`src/rtl/f2i_pkg.sv`:
```
package f2i_pkg;

  typedef enum logic [1:0] {
    RDIR_NEAR = 2'd0,
    RDIR_ZERO = 2'd1,
    RDIR_UP   = 2'd2,
    RDIR_DOWN = 2'd3
  } rdir_e;

  localparam logic [2:0] OPC_MODE  = 3'd0;
  localparam logic [2:0] OPC_TRUNC = 3'd1;
  localparam logic [2:0] OPC_ROUND = 3'd2;
  localparam logic [2:0] OPC_CEIL  = 3'd3;
  localparam logic [2:0] OPC_FLOOR = 3'd4;

  // Fixed variants override the mode; unknown codes fall back to the mode.
  function automatic rdir_e pick_dir(input logic [2:0] opc, input logic [1:0] mode);
    rdir_e d;
    case (opc)
      OPC_TRUNC: d = RDIR_ZERO;
      OPC_ROUND: d = RDIR_NEAR;
      OPC_CEIL:  d = RDIR_UP;
      OPC_FLOOR: d = RDIR_DOWN;
      default:   d = rdir_e'(mode);
    endcase
    return d;
  endfunction

endpackage

```
`src/rtl/f2i_unpack.sv`:
```
module f2i_unpack #(
  parameter int EXP_W  = 8,
  parameter int MAN_W  = 23,
  parameter int WIDE_W = 64
) (
  input  logic [EXP_W+MAN_W:0] operand,
  output logic                 sign,
  output logic                 special,
  output logic                 huge,
  output logic [WIDE_W-1:0]    int_part,
  output logic                 guard,
  output logic                 sticky
);
  localparam int FRAC_W = MAN_W + 2;
  localparam int TOT_W  = WIDE_W + FRAC_W;
  localparam int E_W    = EXP_W + 2;
  localparam logic signed [E_W-1:0] BIAS   = E_W'((1 << (EXP_W - 1)) - 1);
  localparam logic signed [E_W-1:0] E_HUGE = E_W'(WIDE_W);
  localparam logic signed [E_W-1:0] E_LOW  = -E_W'(2);
  localparam logic signed [E_W-1:0] TWO    = E_W'(2);

  logic [EXP_W-1:0]        exp_f;
  logic [MAN_W-1:0]        frac_f;
  logic                    norm;
  logic [MAN_W:0]          mant;
  logic [EXP_W-1:0]        exp_eff;
  logic signed [E_W-1:0]   e_unb;
  logic signed [E_W-1:0]   sh_amt;
  logic                    tiny;
  logic [TOT_W-1:0]        fixed;

  assign sign    = operand[EXP_W+MAN_W];
  assign exp_f   = operand[EXP_W+MAN_W-1:MAN_W];
  assign frac_f  = operand[MAN_W-1:0];
  assign norm    = |exp_f;
  assign special = &exp_f;
  assign mant    = {norm, frac_f};
  // Subnormals use the minimum exponent with no hidden bit.
  assign exp_eff = norm ? exp_f : EXP_W'(1);
  assign e_unb   = $signed({2'b00, exp_eff}) - BIAS;
  assign huge    = (e_unb >= E_HUGE);
  assign tiny    = (e_unb < E_LOW);
  assign sh_amt  = e_unb + TWO;

  // Fixed point: WIDE_W integer bits over FRAC_W fraction bits.
  always_comb begin
    fixed = TOT_W'(mant) << $unsigned(sh_amt);
    if (tiny || huge) begin
      int_part = '0;
      guard    = 1'b0;
      sticky   = tiny && (|mant);
    end else begin
      int_part = fixed[TOT_W-1:FRAC_W];
      guard    = fixed[FRAC_W-1];
      sticky   = |fixed[FRAC_W-2:0];
    end
  end

endmodule

```
`src/rtl/f2i_round.sv`:
```
module f2i_round
  import f2i_pkg::*;
#(
  parameter int WIDE_W = 64
) (
  input  logic              sign,
  input  logic [WIDE_W-1:0] int_part,
  input  logic              guard,
  input  logic              sticky,
  input  rdir_e             dir,
  output logic [WIDE_W:0]   mag,
  output logic              lossy
);
  logic bump;

  always_comb begin
    case (dir)
      RDIR_NEAR: bump = guard && (sticky || int_part[0]);
      RDIR_UP:   bump = !sign && (guard || sticky);
      RDIR_DOWN: bump = sign && (guard || sticky);
      default:   bump = 1'b0;
    endcase
  end

  assign lossy = guard || sticky;
  assign mag   = {1'b0, int_part} + {{WIDE_W{1'b0}}, bump};

endmodule

```
`src/rtl/f2i_pack.sv`:
```
module f2i_pack #(
  parameter int WIDE_W   = 64,
  parameter int NARROW_W = 32
) (
  input  logic              sign,
  input  logic [WIDE_W:0]   mag,
  input  logic              special,
  input  logic              huge,
  input  logic              to_wide,
  output logic [WIDE_W-1:0] value,
  output logic              bad
);
  localparam logic [WIDE_W:0]   HALF_N = (WIDE_W + 1)'(1) << (NARROW_W - 1);
  localparam logic [WIDE_W:0]   HALF_W = (WIDE_W + 1)'(1) << (WIDE_W - 1);
  localparam logic [WIDE_W-1:0] SAT_N  = {{(WIDE_W - NARROW_W + 1){1'b0}}, {(NARROW_W - 1){1'b1}}};
  localparam logic [WIDE_W-1:0] SAT_W  = {1'b0, {(WIDE_W - 1){1'b1}}};

  logic [WIDE_W:0]   half;
  logic              over;
  logic [WIDE_W-1:0] signed_val;

  assign half = to_wide ? HALF_W : HALF_N;
  // The negative side admits one more magnitude step than the positive side.
  assign over = sign ? (mag > half) : (mag >= half);
  assign bad  = special || huge || over;

  assign signed_val = sign ? (~mag[WIDE_W-1:0] + 1'b1) : mag[WIDE_W-1:0];

  always_comb begin
    if (bad) value = to_wide ? SAT_W : SAT_N;
    else     value = signed_val;
  end

endmodule

```
`src/rtl/f2i_convert.sv`:
```
module f2i_convert
  import f2i_pkg::*;
#(
  parameter int EXP_W    = 8,
  parameter int MAN_W    = 23,
  parameter int WIDE_W   = 64,
  parameter int NARROW_W = 32
) (
  input  logic                 clk,
  input  logic                 rst_n,
  input  logic                 in_valid,
  input  logic [EXP_W+MAN_W:0] operand,
  input  logic [1:0]           rmode,
  input  logic [2:0]           op_sel,
  input  logic                 to_wide,
  input  logic                 wide_ok,
  output logic [WIDE_W-1:0]    result,
  output logic                 invalid,
  output logic                 inexact,
  output logic                 illegal,
  output logic                 done
);
  logic              sign;
  logic              special;
  logic              huge;
  logic [WIDE_W-1:0] int_part;
  logic              guard;
  logic              sticky;
  rdir_e             dir;
  logic [WIDE_W:0]   mag;
  logic              lossy;
  logic [WIDE_W-1:0] value;
  logic              bad;
  logic              blocked;

  logic [WIDE_W-1:0] result_d;
  logic              invalid_d;
  logic              inexact_d;
  logic              illegal_d;
  logic              load;

  f2i_unpack #(
    .EXP_W (EXP_W),
    .MAN_W (MAN_W),
    .WIDE_W(WIDE_W)
  ) u_unpack (
    .operand (operand),
    .sign    (sign),
    .special (special),
    .huge    (huge),
    .int_part(int_part),
    .guard   (guard),
    .sticky  (sticky)
  );

  assign dir = pick_dir(op_sel, rmode);

  f2i_round #(
    .WIDE_W(WIDE_W)
  ) u_round (
    .sign    (sign),
    .int_part(int_part),
    .guard   (guard),
    .sticky  (sticky),
    .dir     (dir),
    .mag     (mag),
    .lossy   (lossy)
  );

  f2i_pack #(
    .WIDE_W  (WIDE_W),
    .NARROW_W(NARROW_W)
  ) u_pack (
    .sign   (sign),
    .mag    (mag),
    .special(special),
    .huge   (huge),
    .to_wide(to_wide),
    .value  (value),
    .bad    (bad)
  );

  assign blocked = to_wide && !wide_ok;
  assign load    = in_valid;

  // Next-state: a blocked wide request keeps the old result.
  always_comb begin
    illegal_d = blocked;
    if (blocked) begin
      result_d  = result;
      invalid_d = 1'b0;
      inexact_d = 1'b0;
    end else begin
      result_d  = value;
      invalid_d = bad;
      inexact_d = lossy && !bad;
    end
  end

  always_ff @(posedge clk or negedge rst_n) begin
    if (!rst_n) begin
      result  <= '0;
      invalid <= 1'b0;
      inexact <= 1'b0;
      illegal <= 1'b0;
      done    <= 1'b0;
    end else begin
      done <= load;
      if (load) begin
        result  <= result_d;
        invalid <= invalid_d;
        inexact <= inexact_d;
        illegal <= illegal_d;
      end
    end
  end

endmodule

```
`config.mk`:
```
export PLATFORM = sky130hd
export DESIGN_NAME = f2i_convert
export DESIGN_NICKNAME = d
export VERILOG_FILES = /design/src/rtl/f2i_pkg.sv /design/src/rtl/f2i_unpack.sv /design/src/rtl/f2i_round.sv /design/src/rtl/f2i_pack.sv /design/src/rtl/f2i_convert.sv
export SDC_FILE = /design/constraint.sdc
export NUM_CORES = 1
export LEC_CHECK = 0
export BUFFER_PORTS_ARGS = -buffer_cell sky130_fd_sc_hd__buf_4
export CORE_AREA = 5 5 169 204
export CTS_BUF_LIST = sky130_fd_sc_hd__clkbuf_8
export DETAILED_ROUTE_END_ITERATION = 8
export DIE_AREA = 0 0 174 209
export GPL_TIMING_DRIVEN = 1
export PLACE_DENSITY = 0.53
export SLEW_MARGIN = 20
export SYNTH_ARGS = -nofsm -noshare
export SYNTH_HDL_FRONTEND = slang
export SYNTH_SLANG_ARGS = --single-unit
export TNS_END_PERCENT = 5
```
`constraint.sdc`:
```
create_clock -name clk -period 0.8 [get_ports clk]
set_input_delay 0.08 -clock clk [delete_from_list [all_inputs] [get_ports clk]]
set_output_delay 0.08 -clock clk [all_outputs]
set_load 0.02 [all_outputs]
```
==> impl_results.md <==
- Minimum period implied by the final worst setup slack: 5.77 ns
- Number of stages on the worst setup path: 31
- Buffers from clock root to sink, at most: 2
- Violations in the final reports: design-rule violations, negative setup slack
- Clock latency at the later pin of the worst-skew pair: 0.34 ns
- EDFF count, synth: 0
- Post-route DRC: 1
- Tightest slew margin relative to the limit: 0.425
- Cells after Synth: 1274
- Max Transition Viols Final: 0
- Pwr dens: 1660 mW/mm^2
- Routed via count: 12782
- Total routing usage reported by global routing: 0.270
- Kind of path behind the tightest hold check: in -> reg
- Post-DR wirelength/cell: 22.2 um
- Critical-path top delay cell: or3b_4
- Crit path launch type: primary input
- Via density: 5.57
- Maximum number of pins on one net before global-route repair: 68
- Arrival @ worst endpoint: 6.00 ns
- Placeable core area: 0.0325 sq mm
- Inserted Clock Buffers: 9
- Vertical die dimension: 209 um
- Delay contributed by the slowest stage of the critical path: 0.46 ns
- CTS tree: done
- Antenna violations before repair: 0
- # clock sinks: 68
- Period Utilization, post-route: 7.22
- Final setup margin: -4.97 ns
- Netlist Area Pre-Place: 0.00953 sq mm
- H-tree depth: 3
- Origin of the worst min-delay path: in_valid
- Number of global-route vias before repair: 12814
- Max Fanout on Critical Path: 8
- Number of warnings reported in the yosys synthesis log: 0
- GRT overflow: 0
- Data required time of the worst path: 1.03 ns
- Net Count, Synth: 1322
- Hold violation count in the final report: 0
- Sequential area share after synthesis: 0.178
- Number of setup violations in the final report: 134
- Std cell rows: 73
- Most used cells in the layout excluding fill and tap cells: buf_4 (593), nand2_1 (132), nor2_1 (99)
- Worst ir drop on vdd: 750 uV
- First-pass GRT wire length: 77.3 mm
- Hold endpoint: inexact$_DFFE_PN0P_
- Clk slew on worst S/H paths: 0.08 ns
- Register-to-Register Path Depth: 2
- Layout overhead on the synthesized area: 70.9%
- First-pass iteration count of the detailed router: 7
- Path type of the worst setup path: in -> reg
- Count of antenna-violating nets left after detailed routing: 0
- Synth top area cells: dfrtp_1 (18%), nand2_1 (5.5%), xnor2_1 (4.4%), nor2_1 (4.2%), o211ai_2 (4.2%)
- Count of inserted antenna diode cells: 0
- Violation count after the first detailed-routing iteration: 874
- Leakage power figure: 7.17 nW
- Post-synth ARST share: 1.00
- Sum of buffers and inverters on the critical path: 6
- Die outline area: 0.0364 sq mm
- Cell family with the largest share of critical-path delay: simple AND/OR/NAND/NOR gates
- Setup repair after global routing missed its margin: yes
- Number of input and output port buffers inserted: 109
- Final wirelength: 51.1 mm
- Area share of the largest cell type after synthesis: 0.178
- Worst-margin pin slew: 0.860 ns
- Final total power: 27.0 mW
- Synth cell types: 89
- Effective utilization at floorplan: 0.293
- Placement Setup Slack: -5.96 ns
- Reg-to-reg critical path startpoint: result[31]$_DFFE_PN0P_
- Layout Skew: 0 ns
- GPL Wtd Cong: 1.01
- Max-cap violations: 0
- Leading area contributor after synthesis: dfrtp_1
- DPL Wire Length: 42.0 mm
- Proportion of layout cells with a drive suffix above 1: 0.476
- Number of nets in the finished design: 1927
- I/O pin count: 110
- Most frequent standard cell in the layout excluding fill and tap cells: buf_4
- Die extent in x: 174 um
- Master cell of the clock root buffer: clkbuf_8
- Maximum operating frequency: 0.173 GHz
- Number of storage elements in the synthesis netlist: 68
- Syn avg cell area: 7.48 sq um
- Nature of the critical path endpoint: flip-flop
- Outcome: complete, but fails checks
- Hold slack: 0.0665 ns
- Number of cells on the worst hold path: 3
- Most frequent CP cell: buf_6
- Minimum setup slack among reg-to-reg paths: 0.05 ns
- Reg-to-reg critical path endpoint: result[31]$_DFFE_PN0P_
- Commonest register cell after synthesis: dfrtp_1
[worst max-delay path by stage]
| stage | from | to | slack (ns) |
|---|---|---|---|
| 2_1_floorplan | operand[23] | result[24]$_DFFE_PN0P_ | -4.92 |
| 3_3_place_gp | operand[29] | result[58]$_DFFE_PN0P_ | -5.89 |
| 3_5_place_dp | operand[29] | result[58]$_DFFE_PN0P_ | -5.96 |
| 4_1_cts | operand[30] | result[42]$_DFFE_PN0P_ | -4.96 |
| 5_1_grt | operand[29] | result[42]$_DFFE_PN0P_ | -5.26 |
| 6_report | operand[23] | result[54]$_DFFE_PN0P_ | -4.97 |
[flip-flops by register name (all words and copies together), names as in the netlist]
name,cells
done,1
illegal,1
inexact,1
invalid,1
result,64
[report_power, final]
part / leakage, nW / switching (mW) / total [mW] / internal [mW]
clock: 0.119 / 1.32 / 3.32 / 2.00
combinational: 6.27 / 9.81 / 18.6 / 8.81
sequential: 0.790 / 0.706 / 5.04 / 4.34
[layer usage]
metal	routed length (um)	GRT usage	up-vias	part of all wire
met5	0	0	-	0
met4	3180	0.137	0	0.062
met3	1760	0.0172	118	0.035
met2	26100	0.500	405	0.51
met1	20000	0.312	6153	0.39
li1	-	-	6106	-
[synth_stat cells, drive strengths merged (4+ instances only)]
master and number:
a211oi 13, a21o 9, a21oi 71, a221oi 4, a22oi 18, a31o 4
a31oi 35, a32oi 6, a41oi 6, and2 6, and3 4, buf 58
clkbuf 47, dfrtp 68, ha 6, inv 18, mux2i 26, mux4 15
nand2 141, nand2b 14, nand3 66, nand3b 5, nand4 26, nor2 109
nor2b 12, nor3 46, nor4 42, o2111ai 4, o211ai 50, o21a 8
o21ai 72, o21bai 15, o221ai 6, o22a 11, o22ai 18, o311ai 4
o31ai 29, o32ai 8, o41ai 15, or2 8, or3 14, or4 4
xnor2 49, xor2 43
[worst reg2reg max path, cell delays in order, from the launching register on]
cell and delay (ns):
dfrtp_1 0.40, a32oi_1 0.16, o21ai_1 0.08
[cells by family after synthesis]
kind of cell | count (synthesis) | synth area share
and+or+nand+nor | 512 | 0.268
buffers and inverters | 123 | 0.0656
muxes | 44 | 0.0663
DFF | 68 | 0.178
xor gates and xnor gates | 92 | 0.0869
AOI/OAI and AO/OA | 429 | 0.327
adders and majority gates | 6 | 0.00787
[per-stage QoR]
stage | cells | TNS, ns | area [sq um] | util
floorplan | 1274 | -319.77 | 9910 | -
global placement | 2232 | -384.65 | 14800 | 0.456
detailed placement | 2232 | -388.80 | 14800 | 0.456
CTS | 2288 | -335.77 | 16000 | 0.493
global route | 2295 | -355.90 | 16300 | 0.501
finish | 2295 | -334.31 | 16300 | 0.501
[final cells by class]
cell class              instances  area, sq um
flip-flops and latches         68         1700
repair buffers                699         5860
fillers                      3211        16200
multi-input cells            1083         7910
clock buffers                  12          165
clock inverters                 3         68.8
well taps                     412          515
inverters                      18         70.1
[what timing repair did]
item | in CTS | in global routing
buffers inserted | 34 | 7
endpoints found under the setup margin | 134 | 134
gates resized for setup | 133 | 46
hold buffers | 2 | 0
gates cloned | 5 | 0
pin swaps | 46 | 33
endpoints found under the hold margin | 69 | 0
No activity file was read; power rests on OpenSTA's default activity.
